<file path="config.mk">
export PLATFORM = sky130hd
export DESIGN_NAME = pmb_scoped_write
export DESIGN_NICKNAME = d
export VERILOG_FILES = /design/src/rtl/pmb_sw_pkg.sv /design/src/rtl/pmb_sw_rst_sync.sv /design/src/rtl/pmb_sw_parse.sv /design/src/rtl/pmb_sw_selchk.sv /design/src/rtl/pmb_sw_selregs.sv /design/src/rtl/pmb_scoped_write.sv
export SDC_FILE = /design/constraint.sdc
export NUM_CORES = 1
export LEC_CHECK = 0
export BUFFER_PORTS_ARGS = -buffer_cell sky130_fd_sc_hd__buf_4
export CORE_MARGIN = 5
export CORE_UTILIZATION = 54
export DETAILED_ROUTE_END_ITERATION = 8
export PLACE_DENSITY = 0.79
export SYNTH_ARGS = -nofsm -noshare
export SYNTH_HDL_FRONTEND = slang
export SYNTH_SLANG_ARGS = --single-unit
</file>
<file path="constraint.sdc">
create_clock -name clk -period 2.55 [get_ports clk]
set_clock_uncertainty 0.05 [all_clocks]
set_input_delay 0.255 -clock clk [delete_from_list [all_inputs] [get_ports clk]]
set_output_delay 0.255 -clock clk [all_outputs]
set_load 0.05 [all_outputs]
</file>
<file path="src/rtl/pmb_sw_pkg.sv">
package pmb_sw_pkg;

  // Frame collector states
  typedef enum logic [2:0] {
    PS_IDLE  = 3'd0,
    PS_COUNT = 3'd1,
    PS_BODY  = 3'd2,
    PS_PAGE  = 3'd3,
    PS_PHASE = 3'd4,
    PS_SKIP  = 3'd5
  } pstate_t;

  // Byte positions inside the scoped payload (order matters to the decode)
  localparam int unsigned POS_PAGE  = 0;
  localparam int unsigned POS_PHASE = 1;
  localparam int unsigned POS_CMD   = 2;
  localparam int unsigned POS_DATA  = 3;

endpackage

</file>
<file path="src/rtl/pmb_sw_rst_sync.sv">
module pmb_sw_rst_sync (
  input  logic clk,
  input  logic rst_n,
  output logic rst_n_o
);

  logic [1:0] sync_q;

  always_ff @(posedge clk or negedge rst_n) begin
    if (!rst_n) sync_q <= 2'b00;
    else        sync_q <= {sync_q[0], 1'b1};
  end

  assign rst_n_o = sync_q[1];

endmodule

</file>
<file path="src/rtl/pmb_sw_parse.sv">
module pmb_sw_parse
  import pmb_sw_pkg::*;
#(
  parameter logic [7:0]  SCOPED_CODE = 8'h09,
  parameter logic [7:0]  PAGE_CODE   = 8'h00,
  parameter logic [7:0]  PHASE_CODE  = 8'h04,
  parameter int unsigned FRAME_LEN   = 5
) (
  input  logic                   clk,
  input  logic                   rst_n,
  input  logic                   frm_start,
  input  logic                   frm_valid,
  input  logic [7:0]             frm_byte,
  input  logic                   frm_stop,
  output logic                   done_o,
  output logic                   cnt_err_o,
  output logic                   pg_we_o,
  output logic                   ph_we_o,
  output logic [8*FRAME_LEN-1:0] frame_o
);

  localparam int unsigned       IDX_W    = $clog2(FRAME_LEN);
  localparam logic [IDX_W-1:0]  LAST_IDX = IDX_W'(FRAME_LEN - 1);
  localparam logic [7:0]        EXP_CNT  = 8'(FRAME_LEN);

  pstate_t          st_q, st_d;
  logic [IDX_W-1:0] idx_q, idx_d;
  logic             done_q, done_d;
  logic             cerr_q, cerr_d;
  logic             byte_we;

  // Next-state logic
  always_comb begin
    st_d    = st_q;
    idx_d   = idx_q;
    done_d  = 1'b0;
    cerr_d  = 1'b0;
    byte_we = 1'b0;
    pg_we_o = 1'b0;
    ph_we_o = 1'b0;
    if (frm_start) begin
      idx_d = '0;
      if (frm_byte == SCOPED_CODE)     st_d = PS_COUNT;
      else if (frm_byte == PAGE_CODE)  st_d = PS_PAGE;
      else if (frm_byte == PHASE_CODE) st_d = PS_PHASE;
      else                             st_d = PS_SKIP;
    end else if (frm_stop) begin
      st_d = PS_IDLE;
    end else if (frm_valid) begin
      case (st_q)
        PS_COUNT: begin
          if (frm_byte == EXP_CNT) begin
            st_d = PS_BODY;
          end else begin
            cerr_d = 1'b1;
            st_d   = PS_SKIP;
          end
        end
        PS_BODY: begin
          byte_we = 1'b1;
          if (idx_q == LAST_IDX) begin
            done_d = 1'b1;
            st_d   = PS_SKIP;
          end else begin
            idx_d = idx_q + 1'b1;
          end
        end
        PS_PAGE: begin
          pg_we_o = 1'b1;
          st_d    = PS_SKIP;
        end
        PS_PHASE: begin
          ph_we_o = 1'b1;
          st_d    = PS_SKIP;
        end
        default: ;
      endcase
    end
  end

  // State registers
  always_ff @(posedge clk or negedge rst_n) begin
    if (!rst_n) begin
      st_q   <= PS_IDLE;
      idx_q  <= '0;
      done_q <= 1'b0;
      cerr_q <= 1'b0;
    end else begin
      st_q   <= st_d;
      idx_q  <= idx_d;
      done_q <= done_d;
      cerr_q <= cerr_d;
    end
  end

  // Payload byte slots, one enable per slot
  for (genvar g = 0; g < FRAME_LEN; g++) begin : g_slot
    logic [7:0] slot_q;
    always_ff @(posedge clk or negedge rst_n) begin
      if (!rst_n)                                   slot_q <= 8'h00;
      else if (byte_we && (idx_q == IDX_W'(g)))     slot_q <= frm_byte;
    end
    assign frame_o[8*g +: 8] = slot_q;
  end

  assign done_o    = done_q;
  assign cnt_err_o = cerr_q;

endmodule

</file>
<file path="src/rtl/pmb_sw_selchk.sv">
module pmb_sw_selchk #(
  parameter int unsigned POS_W  = 3,
  parameter int unsigned MASK_W = 8
) (
  input  logic [7:0]        page_i,
  input  logic [7:0]        phase_i,
  input  logic [POS_W-1:0]  pos_i,
  output logic              ok_o,
  output logic [MASK_W-1:0] mask_o
);

  logic page_ok;
  logic phase_all;
  logic phase_own;

  assign page_ok   = (page_i == 8'h00) || (page_i == 8'hFF);
  assign phase_all = (phase_i == 8'hFF);
  assign phase_own = (phase_i == 8'(pos_i));
  assign ok_o      = page_ok && (phase_all || phase_own);

  for (genvar g = 0; g < MASK_W; g++) begin : g_mask
    assign mask_o[g] = phase_all || (pos_i == POS_W'(g));
  end

endmodule

</file>
<file path="src/rtl/pmb_sw_selregs.sv">
module pmb_sw_selregs (
  input  logic       clk,
  input  logic       rst_n,
  input  logic       pg_we,
  input  logic       ph_we,
  input  logic [7:0] wdata,
  output logic [7:0] page_o,
  output logic [7:0] phase_o
);

  logic [7:0] page_q, page_d;
  logic [7:0] phase_q, phase_d;

  always_comb begin
    page_d  = pg_we ? wdata : page_q;
    phase_d = ph_we ? wdata : phase_q;
  end

  always_ff @(posedge clk or negedge rst_n) begin
    if (!rst_n) begin
      page_q  <= 8'h00;
      phase_q <= 8'h00;
    end else begin
      page_q  <= page_d;
      phase_q <= phase_d;
    end
  end

  assign page_o  = page_q;
  assign phase_o = phase_q;

endmodule

</file>
<file path="src/rtl/pmb_scoped_write.sv">
module pmb_scoped_write
  import pmb_sw_pkg::*;
#(
  parameter logic [7:0]  SCOPED_CODE = 8'h09,
  parameter logic [7:0]  PAGE_CODE   = 8'h00,
  parameter logic [7:0]  PHASE_CODE  = 8'h04,
  parameter int unsigned NEST_BYTES  = 2,
  parameter int unsigned POS_W       = 3,
  localparam int unsigned FRAME_LEN  = NEST_BYTES + 3,
  localparam int unsigned MASK_W     = 1 << POS_W,
  localparam int unsigned DATA_W     = 8 * NEST_BYTES
) (
  input  logic              clk,
  input  logic              rst_n,
  input  logic              frm_start,
  input  logic              frm_valid,
  input  logic [7:0]        frm_byte,
  input  logic              frm_stop,
  input  logic [POS_W-1:0]  stack_pos,
  input  logic              clr_status,
  output logic              wr_stb,
  output logic [7:0]        wr_cmd,
  output logic [MASK_W-1:0] wr_phase_mask,
  output logic [DATA_W-1:0] wr_data,
  output logic              inv_cmd,
  output logic              alert_n,
  output logic [7:0]        sel_page,
  output logic [7:0]        sel_phase
);

  logic                   sync_rst_n;
  logic                   done;
  logic                   cnt_err;
  logic                   pg_we;
  logic                   ph_we;
  logic [8*FRAME_LEN-1:0] frame;
  logic                   sel_ok;
  logic                   err_set;
  logic                   inv_q, inv_d;

  pmb_sw_rst_sync rst_i (
    .clk     (clk),
    .rst_n   (rst_n),
    .rst_n_o (sync_rst_n)
  );

  pmb_sw_parse #(
    .SCOPED_CODE (SCOPED_CODE),
    .PAGE_CODE   (PAGE_CODE),
    .PHASE_CODE  (PHASE_CODE),
    .FRAME_LEN   (FRAME_LEN)
  ) parse_i (
    .clk       (clk),
    .rst_n     (sync_rst_n),
    .frm_start (frm_start),
    .frm_valid (frm_valid),
    .frm_byte  (frm_byte),
    .frm_stop  (frm_stop),
    .done_o    (done),
    .cnt_err_o (cnt_err),
    .pg_we_o   (pg_we),
    .ph_we_o   (ph_we),
    .frame_o   (frame)
  );

  pmb_sw_selchk #(
    .POS_W  (POS_W),
    .MASK_W (MASK_W)
  ) chk_sel_i (
    .page_i  (frame[8*POS_PAGE +: 8]),
    .phase_i (frame[8*POS_PHASE +: 8]),
    .pos_i   (stack_pos),
    .ok_o    (sel_ok),
    .mask_o  (wr_phase_mask)
  );

  pmb_sw_selregs regs_i (
    .clk     (clk),
    .rst_n   (sync_rst_n),
    .pg_we   (pg_we),
    .ph_we   (ph_we),
    .wdata   (frm_byte),
    .page_o  (sel_page),
    .phase_o (sel_phase)
  );

  // Dispatch and sticky error flag
  assign err_set = (done && !sel_ok) || cnt_err;

  always_comb begin
    inv_d = inv_q;
    if (err_set)         inv_d = 1'b1;
    else if (clr_status) inv_d = 1'b0;
  end

  always_ff @(posedge clk or negedge sync_rst_n) begin
    if (!sync_rst_n) inv_q <= 1'b0;
    else             inv_q <= inv_d;
  end

  assign wr_stb  = done && sel_ok;
  assign wr_cmd  = frame[8*POS_CMD +: 8];
  assign wr_data = frame[8*POS_DATA +: DATA_W];
  assign inv_cmd = inv_q;
  assign alert_n = !inv_q;

endmodule

</file>
# Word level (Yosys, flattened, before mapping)
# Index checks and enable logic that the tools add are counted.
# W data, S select, Z words.
# totals
reg_bits,67
input_bits,17
# classes
addsub,1
eq_ne,24
muxes,38
n_reduce_logical,33
# op_table
op,n
$mux W3,12
$mux W1,25
$eq A3 B2 Y1 const B,6
$eq A3 B3 Y1 const B,6
$eq A8 B3 Y1 const B,2
$eq A8 B8 Y1 const B,2
$logic_not A8 Y1,2
$logic_or A1 B1 Y1,11
$eq A3 B1 Y1 const B,3
$pmux W3 S3,1
$eq A8 B3 Y1,1
$eq A8 B4 Y1 const B,1
$logic_and A1 B1 Y1,8
$logic_not A3 Y1,2
$reduce_bool A2 Y1,3
$reduce_bool A5 Y1,1
$ne A2 B2 Y1 const B,2
$ne A4 B3 Y1 const B,1
$reduce_and A4 Y1,1
$add A3 B1 Y3 const B,1
$reduce_and A3 Y1,1
$reduce_bool A3 Y1,1
$logic_not A1 Y1,2
$reduce_or A2 Y1,1

# Longest topological paths before layout
# Gate-level depths: netlist of the first run.
# logic_depth
depth_word,7
mapped_depth,6
depth_no_buf,6

# By module
# From an unflattened synthesis of the first run, not the netlist that was laid out.
# hier_totals
hier_cells,226
area_unflattened_um2,3083.0
# modules_own_cells
module,n_inst,cells_per_inst,area_each_um2
pmb_sw_parse,1,154,2137.0
pmb_sw_selregs,1,34,663.1
pmb_sw_selchk,1,29,170.2
pmb_scoped_write,1,6,58.8
pmb_sw_rst_sync,1,3,53.8

# Worst setup path after synthesis of the first run
# No wires, ideal clock.
# synth_timing
path_type,reg-to-output
startpoint,register parse_i.g_slot[1].slot_q[5]
endpoint,output port wr_stb
arrival_time_ps,2429
setup_slack_ps,-184
stages_incl_launch_ff,5
cell_sequence,dfrtp_1 nor4_1 nand2_1 or4_1 a211oi_1
# synth_between
elab_chain_cells,4
# synth_lines
item,line,rtl
from (decl),pmb_sw_parse.sv:98,logic [7:0] slot_q;
from (signal assigned),pmb_sw_parse.sv:101,else if (byte_we && (idx_q == IDX_W'(g))) slot_q <= frm_byte;
$eq A8 B8 Y1 / $eq A8 B3 Y1 (equally long branches),"pmb_sw_selchk.sv:17, pmb_sw_selchk.sv:18",
$logic_or A1 B1 Y1 *,pmb_sw_selchk.sv:19,assign ok_o = page_ok && (phase_all || phase_own);
$logic_and A1 B1 Y1 *,pmb_sw_selchk.sv:19,
$logic_and A1 B1 Y1 *,pmb_scoped_write.sv:101,assign wr_stb = done && sel_ok;
to (decl),pmb_scoped_write.sv:21,"output logic wr_stb,"
# Every way passes the cells marked *; elsewhere a longest branch is shown, timed or not.

# Worst setup path in the final report of the first run
# Ends and elaborated chain as after synthesis.

==> reports/qor.txt, run 1 <==
Final Wtd Congestion: 0.822
Vias in the first global route: 2208
Synth cell types: 39
Final setup viols: 0
Post-Synthesis Cells: 233
DR top layer: met4
Outcome: finished clean
Sequential power share: 0.466
CTS tree: done
Total Routing Usage GR: 0.197
PortBufs: 67
Setup crit start kind: register
Slew @ Worst Pin: 0.638 ns
Initial DRC count: 93
Sequential share of the synthesized area: 0.548
Wire per inst: 17.5 um
Crit-path max FO: 4
Worst skew pair latency: 0.34 ns
Pint: 1.78 mW
Initial Utilization: 0.555
Hold Path Class: input port to register
Die ar.: 0.00727 mm^2
Switching share of power: 0.274
Global route overflow: 0
Die Wd: 85.3 um
Via density: 5.48
Post-layout instance area: 0.00384 mm^2
Post-synth top area share: 0.548
Worst path required time: 2.25 ns
Sw power: 672 uW
ANT nets after route: 0
Slew HR: 0.575
Initial antenna violation count: 0
DR vias: 2087
Clock slew at reported path FFs: 0.07 ns
Htree depth: 3
Worst Hold Margin: 0.0980 ns
Ant diodes: 0
Leakage: 2.00 nW
Cell taking the most area after synthesis: dfrtp_1
RSZ-0062 raised after global routing: false
Number of clock sinks: 67
Combinational fraction of design power: 0.151
Number of max-cap violations: 0
Avg Cell Area, Syn: 13.1 um^2
Layout cell share with drive strength beyond 1: 0.489
Nets@finish: 326
DRT Wirelength: 6680 um
FP Rows: 27
CP Class: register to output port
TritonCTS buffer count: 9
Post-DP HPWL: 4800 um
PwrDens: 640 mW/mm^2
Setup TNS: 0 ns
Clock buffer depth: 2
Core area: 0.00551 mm^2
Pin count of the biggest net entering global routing: 31
Final worst path period share: 0.946
Placement Cell Area: 0.00361 mm^2
Global-route wire length before repair: 11100 um
Post-Syn Nets: 255
Fmax: 414 MHz
Final hold violations: 0
VDD IR max: 0.501 mV
DR WL met3: 636 um
Setup crit end kind: output port
Worst path arrival time: 2.11 ns
DIE HEIGHT: 85.3 um
Met1 Wirelength: 2640 um
Post-CTS Setup Bufs: 0
Fin crit period: 2.41 ns
Remaining DRCs: 0
Area Overhead vs Synth: 25.5%
IO Count: 68
Count of final max-slew check failures: 0
YS warnings: 0
DR WL met2: 3320 um
Post-Syn Area: 0.00306 mm^2
Pre-antenna DRT Iters: 4
Synthesized flop and latch total: 67
Root buffer cell: clkbuf_8
Synth area leaders: dfrtp_1 (55%), mux2_2 (18%), mux2_4 (3.9%)
Clock power frac: 0.384
==> sequential cells by signal, summed over array words and instances, names as in the netlist <==
signal	cells
rst_i.sync_q	2
parse_i.cnt_err_o	1
parse_i.g_slot.slot_q	40
regs_i.phase_o	8
parse_i.st_q	3
parse_i.idx_q	3
parse_i.done_o	1
inv_cmd	1
regs_i.page_o	8
==> routing by layer <==
metal	track usage	vias to the layer above
met5	0	-
met4	0.0878	0
met3	0.0631	6
met2	0.324	73
met1	0.236	1031
li1	-	977
==> cell usage after synthesis <==
| master | instances |
|---|---|
| ha_1 | 5 |
| xnor2_1 | 2 |
| nor4_1 | 5 |
| dfrtp_1 | 67 |
| buf_4 | 1 |
| nand4_1 | 6 |
| a31oi_1 | 1 |
| buf_6 | 3 |
| mux2_1 | 1 |
| o31ai_1 | 2 |
| nor3_2 | 1 |
| nor4_4 | 1 |
| nand2_1 | 10 |
| nand2_4 | 3 |
| buf_1 | 1 |
| mux2_4 | 8 |
| nor2_1 | 12 |
| o221ai_1 | 1 |
| nand4b_1 | 2 |
| a211oi_1 | 1 |
| nand4bb_1 | 1 |
| o21ai_0 | 8 |
| or4_1 | 2 |
| xor2_1 | 3 |
| o211ai_1 | 1 |
| a211o_1 | 1 |
| o41ai_1 | 2 |
| clkbuf_1 | 5 |
| conb_1 | 1 |
| inv_1 | 11 |
| a21oi_1 | 5 |
| nand3_1 | 1 |
| mux2i_1 | 1 |
| nor4b_1 | 1 |
| nand2b_1 | 4 |
| or3b_4 | 2 |
| nor2b_1 | 1 |
| mux2_2 | 49 |
| o2bb2ai_1 | 1 |
==> logic make-up (layout without fill, tap and decap cells) <==
| logic type | Yosys count | in the layout | share of synthesized area |
|---|---|---|---|
| and+or+nand+nor | 52 | 52 | 0.107 |
| other | 1 | 1 | 0.00123 |
| xor gates and xnor gates | 5 | 5 | 0.0143 |
| adders and majority gates | 5 | 5 | 0.0205 |
| buffers and inverters | 21 | 97 | 0.0344 |
| AOI/OAI and AO/OA | 23 | 23 | 0.0475 |
| DFF | 67 | 67 | 0.548 |
| muxes | 59 | 59 | 0.227 |
==> area by class of cell <==
type / count / area [um^2]
clock buffers: 9 / 124
clock inverters: 7 / 92.6
fillers: 383 / 1670
inverters: 11 / 41.3
multi-input cells: 145 / 1280
flip-flops and latches: 67 / 1680
well taps: 72 / 90.1
repair buffers: 70 / 532
==> what timing repair did <==
action                                  CTS  global route
hold endpoints to repair                  2             0
hold buffers                              1             0
resized for setup                         0             1
endpoints found under the setup margin    0             1
==> placed cells by master, fill, tap and decap left out, types with 2 or more instances in the layout <==
master	n
a21oi_1	5
buf_4	68
bufinv_16	2
clkbuf_8	9
clkinv_2	2
clkinvlp_4	3
dfrtp_1	66
ha_1	5
inv_1	11
mux2_2	49
mux2_4	8
nand2_1	10
nand2_4	3
nand2b_1	4
nand4_1	6
nand4b_1	2
nor2_1	12
nor4_1	5
o21ai_0	8
o31ai_1	2
o41ai_1	2
or3b_4	2
or4_1	2
xnor2_1	2
xor2_1	3
==> worst max-delay path, cell delays in order, from the launching register on <==
cell and delay, ns:
dfrtp_1 0.41, nor4_1 0.28, nand2_1 0.10, or4_1 0.53, a211oi_2 0.26, buf_6 0.19
==> stage by stage <==
stage / setup WS (ns) / power, mW / utilization / cells
2_1_floorplan: 0.270 / 1.41 / - / 233
3_3_place_gp: 0.455 / 1.53 / 0.655 / 364
5_1_grt: 0.00967 / 2.55 / 0.697 / 381
4_1_cts: 0.116 / 2.48 / 0.696 / 381
6_report: 0.137 / 2.46 / 0.697 / 381
3_5_place_dp: 0.404 / 1.54 / 0.655 / 364
==> power groups by stage <==
stage | combinational (mW) | clock (mW) | sequential [mW]
after floorplan | 0.121 | 0 | 1.29
after global placement | 0.366 | 0 | 1.16
after detailed placement | 0.375 | 0 | 1.16
after CTS | 0.374 | 0.961 | 1.14
after global routing | 0.388 | 1.02 | 1.15
final | 0.370 | 0.942 | 1.14
==> worst paths after layout <==
kind,endpoint,cells after the start,slack (ns),from
max in group asynchronous,parse_i.g_slot[4].slot_q[1]$_DFFE_PN0P_,1,1.50,rst_i.sync_q[1]$_DFF_PN0_
hold reg to reg,parse_i.g_slot[4].slot_q[5]$_DFFE_PN0P_,0,0.25,rst_i.sync_q[1]$_DFF_PN0_
setup / recovery,wr_stb,5,0.14,parse_i.g_slot[1].slot_q[5]$_DFFE_PN0P_
min in group asynchronous,rst_i.sync_q[1]$_DFF_PN0_,2,0.18,rst_n
hold / removal,parse_i.idx_q[0]$_DFFE_PN0P_,2,0.1,frm_start
setup reg to reg,regs_i.phase_o[7]$_DFFE_PN0P_,3,0.40,parse_i.st_q[0]$_DFFE_PN0P_
Power figures use the tool's default switching activity.
==> inputs of run 2 (changes only) <==
--- a/config.mk
+++ b/config.mk
@@ -9,7 +9,9 @@
 export CORE_MARGIN = 5
 export CORE_UTILIZATION = 54
 export DETAILED_ROUTE_END_ITERATION = 8
-export PLACE_DENSITY = 0.79
+export MAX_ROUTING_LAYER = met4
+export PLACE_DENSITY = 0.78
 export SYNTH_ARGS = -nofsm -noshare
 export SYNTH_HDL_FRONTEND = slang
+export SYNTH_HIERARCHICAL = 1
 export SYNTH_SLANG_ARGS = --single-unit
==> reports/qor.txt, run 2 <==
Register-to-Register Setup Slack: 0.57 ns (+0.17 ns)
Sequential share of the synthesized area: 0.544 (-0.00445)
Pin count of the biggest net entering global routing: 66 (+110%)
Setup crit start kind: register
Pint: 1.81 mW (+1.5%)
Die Wd: 85.6 um (+0.36%)
Top FF cell, synth: dfrtp_1
Initial antenna violation count: 0 (unchanged)
Post-DP HPWL: 4580 um (-4.5%)
Setup TNS: 0 ns (unchanged)
Htree depth: 3 (unchanged)
Synth Area in Compound Gates: 0.0479 (+0.000426)
Final worst path period share: 0.915 (-0.0308)
Avg Cell Area, Syn: 13.6 um^2 (+3.9%)
RSZ-0062 raised after global routing: false
PwrDens: 643 mW/mm^2 (+0.42%)
Commonest non-fill, non-tap cell in the layout: buf_4
Hold_buf cts: 1 (unchanged)
Leakage: 1.95 nW (-2.3%)
Largest stage delay on the critical path: 0.52 ns (about the same)
Via density: 5.42 (-1.0%)
Sequential power share: 0.456 (-0.010)
Root buffer cell: clkbuf_8
Nets@finish: 321 (-1.5%)
Post-Syn Area: 0.00308 mm^2 (+0.82%)
Post-Syn Nets: 248 (-2.7%)
Post-synth top area share: 0.544 (-0.00445)
Largest family of logic cells by synthesized area: multiplexers
Worst path arrival time: 2.03 ns (-0.08 ns)
Slew @ Worst Pin: 0.529 ns (-0.109 ns)
Most frequent cells after synthesis: dfrtp_1 (67), mux2_2 (38), mux2_4 (16)
Ant diodes: 0 (unchanged)
Slew HR: 0.648 (+0.0729)
Multiplexer share of the synthesized area: 0.234 (+0.00749)
Most frequent cells in the layout: buf_4 (68), dfrtp_1 (66), mux2_2 (38)
Cell taking the most area after synthesis: dfrtp_1
Wire per inst: 17.6 um (+0.37%)
Number of clock sinks: 67 (unchanged)
Synth Area in Adders: 0.0203 (-0.000166)
Number of max-cap violations: 0 (unchanged)
Final setup viols: 0 (unchanged)
Clock buffer depth: 2 (unchanged)
CTS tree: done
Initial DRC count: 116 (+25%)
Clock slew at reported path FFs: 0.07 ns (about the same)
Fin crit period: 2.33 ns (-0.0786 ns)
Initial Utilization: 0.556 (+0.00113)
XOR/XNOR Fraction of Synth Area: 0.0142 (-0.000116)
Post-CTS Setup Bufs: 0 (unchanged)
CP Class: register to output port
Combinational fraction of design power: 0.150 (about the same)
Core area: 0.00554 mm^2 (+0.61%)
IO Count: 68 (unchanged)
DRT Wirelength: 6610 um (-0.94%)
Vias in the first global route: 2211 (+0.14%)
Synth cell types: 49 (+26%)
Simple-Gate Fraction of Synth Area: 0.101 (-0.00615)
Asr flop ratio synth: 1.00 (unchanged)
Pre-antenna DRT Iters: 4 (unchanged)
YS warnings: 6 (+6)
Layout cell share with drive strength beyond 1: 0.500 (+0.0113)
Global-route wire length before repair: 10900 um (-1.9%)
Sw power: 669 uW (-0.53%)
Final Wtd Congestion: 0.855 (+4.0%)
DIE HEIGHT: 85.6 um (+0.36%)
Setup crit end kind: output port
Most flops, register: parse_i/g_slot.slot_q
Crit-path max FO: 3 (-1)
Slowest CP cell: or4_1
PortBufs: 67 (unchanged)
Fmax: 428 MHz (+3.4%)
Die ar.: 0.00732 mm^2 (+0.73%)
ANT nets after route: 0 (unchanged)
Area Overhead vs Synth: 25.2%
Total Routing Usage GR: 0.199 (+0.00185)
VDD IR max: 0.412 mV (-18%)
Worst skew pair latency: 0.34 ns (about the same)
Worst Hold Margin: 0.0761 ns (-0.0219 ns)
Cell family with most CP delay: simple AND/OR/NAND/NOR gates
Final hold violations: 0 (unchanged)
Most frequent cell after synthesis: dfrtp_1
Clock power frac: 0.394 (+0.010)
Remaining DRCs: 0 (unchanged)
Worst path required time: 2.25 ns (about the same)
TritonCTS buffer count: 9 (unchanged)
# resized after CTS: 0 (unchanged)
FP Rows: 27 (unchanged)
Number of synthesized flops with an enable pin: 0 (unchanged)
DR vias: 2039 (-2.3%)
Worst Path Buf+Inv: 1 (unchanged)
Synthesized flop and latch total: 67 (unchanged)
Global route overflow: 0 (unchanged)
Crit-path cells: or4_1 -> nor2_1 -> nand4_1 -> a21oi_1 -> and2_2 -> buf_4
Switching share of power: 0.270 (-0.00407)
Post-Synthesis Cells: 226 (-3.0%)
Outcome: finished clean
Hold Path Class: input port to register
Synth area leaders: dfrtp_1 (54%), mux2_2 (14%), mux2_4 (7.8%)
Count of final max-slew check failures: 0 (unchanged)
Max reg flops: 40 (unchanged)
[run 2: cell families after synthesis]
| logic type | Yosys count |
|---|---|
| DFF | 67 |
| muxes | 59 |
| and+or+nand+nor | 51 |
| AOI/OAI and AO/OA | 21 |
| buffers and inverters | 17 |
| adders and majority gates | 5 |
| xor gates and xnor gates | 5 |
| other | 1 |
[run 2: path summary, 6_finish.rpt]
check	startpoint	to	cells after the start
worst max-delay path	parse_i/g_slot[1].slot_q[4]$_DFFE_PN0P_	wr_stb	6
worst min-delay path	clr_status	inv_cmd$_DFFE_PN0P_	2
worst max register to register	parse_i/idx_q[0]$_DFFE_PN0P_	parse_i/st_q[1]$_DFFE_PN0P_	6
worst min register to register	rst_i/sync_q[1]$_DFF_PN0_	parse_i/g_slot[2].slot_q[7]$_DFFE_PN0P_	1
max in group asynchronous	rst_i/sync_q[1]$_DFF_PN0_	parse_i/g_slot[1].slot_q[1]$_DFFE_PN0P_	1
min in group asynchronous	rst_n	rst_i/sync_q[1]$_DFF_PN0_	2
[run 2: area by class of cell]
class	count	area (um^2)
tap	72	90.1
multi-input combinational	142	1290
inverter	9	33.8
clock inverter	6	88.8
sequential	67	1680
timing repair buffer	70	541
fill	414	1680
clock buffer	10	138
[run 2: metrics by stage]
| step | std cells | power (mW) | setup slack [ns] | utilization | instance area [um^2] |
|---|---|---|---|---|---|
| 2_1_floorplan | 226 | 1.39 | 0.496 | - | 3080 |
| 3_3_place_gp | 359 | 1.52 | 0.598 | 0.654 | 3620 |
| 3_5_place_dp | 359 | 1.53 | 0.555 | 0.654 | 3620 |
| 4_1_cts | 376 | 2.50 | 0.185 | 0.697 | 3860 |
| 5_1_grt | 376 | 2.57 | 0.0604 | 0.697 | 3860 |
| 6_report | 376 | 2.48 | 0.216 | 0.697 | 3860 |
[run 2: power by group through the flow]
stage	registers (mW)	clock network, mW	logic (mW)
global placement	1.15	0	0.370
detailed placement	1.15	0	0.376
CTS	1.13	0.995	0.377
global route	1.13	1.05	0.389
floorplan	1.28	0	0.112
finish	1.13	0.976	0.372
[run 2: layer usage]
layer	track usage	vias to the layer above	wire, um
met5	-	-	0
met4	0.0892	0	75
met3	0.0442	7	358
met2	0.302	69	3150
met1	0.256	1012	3030
li1	-	951	-
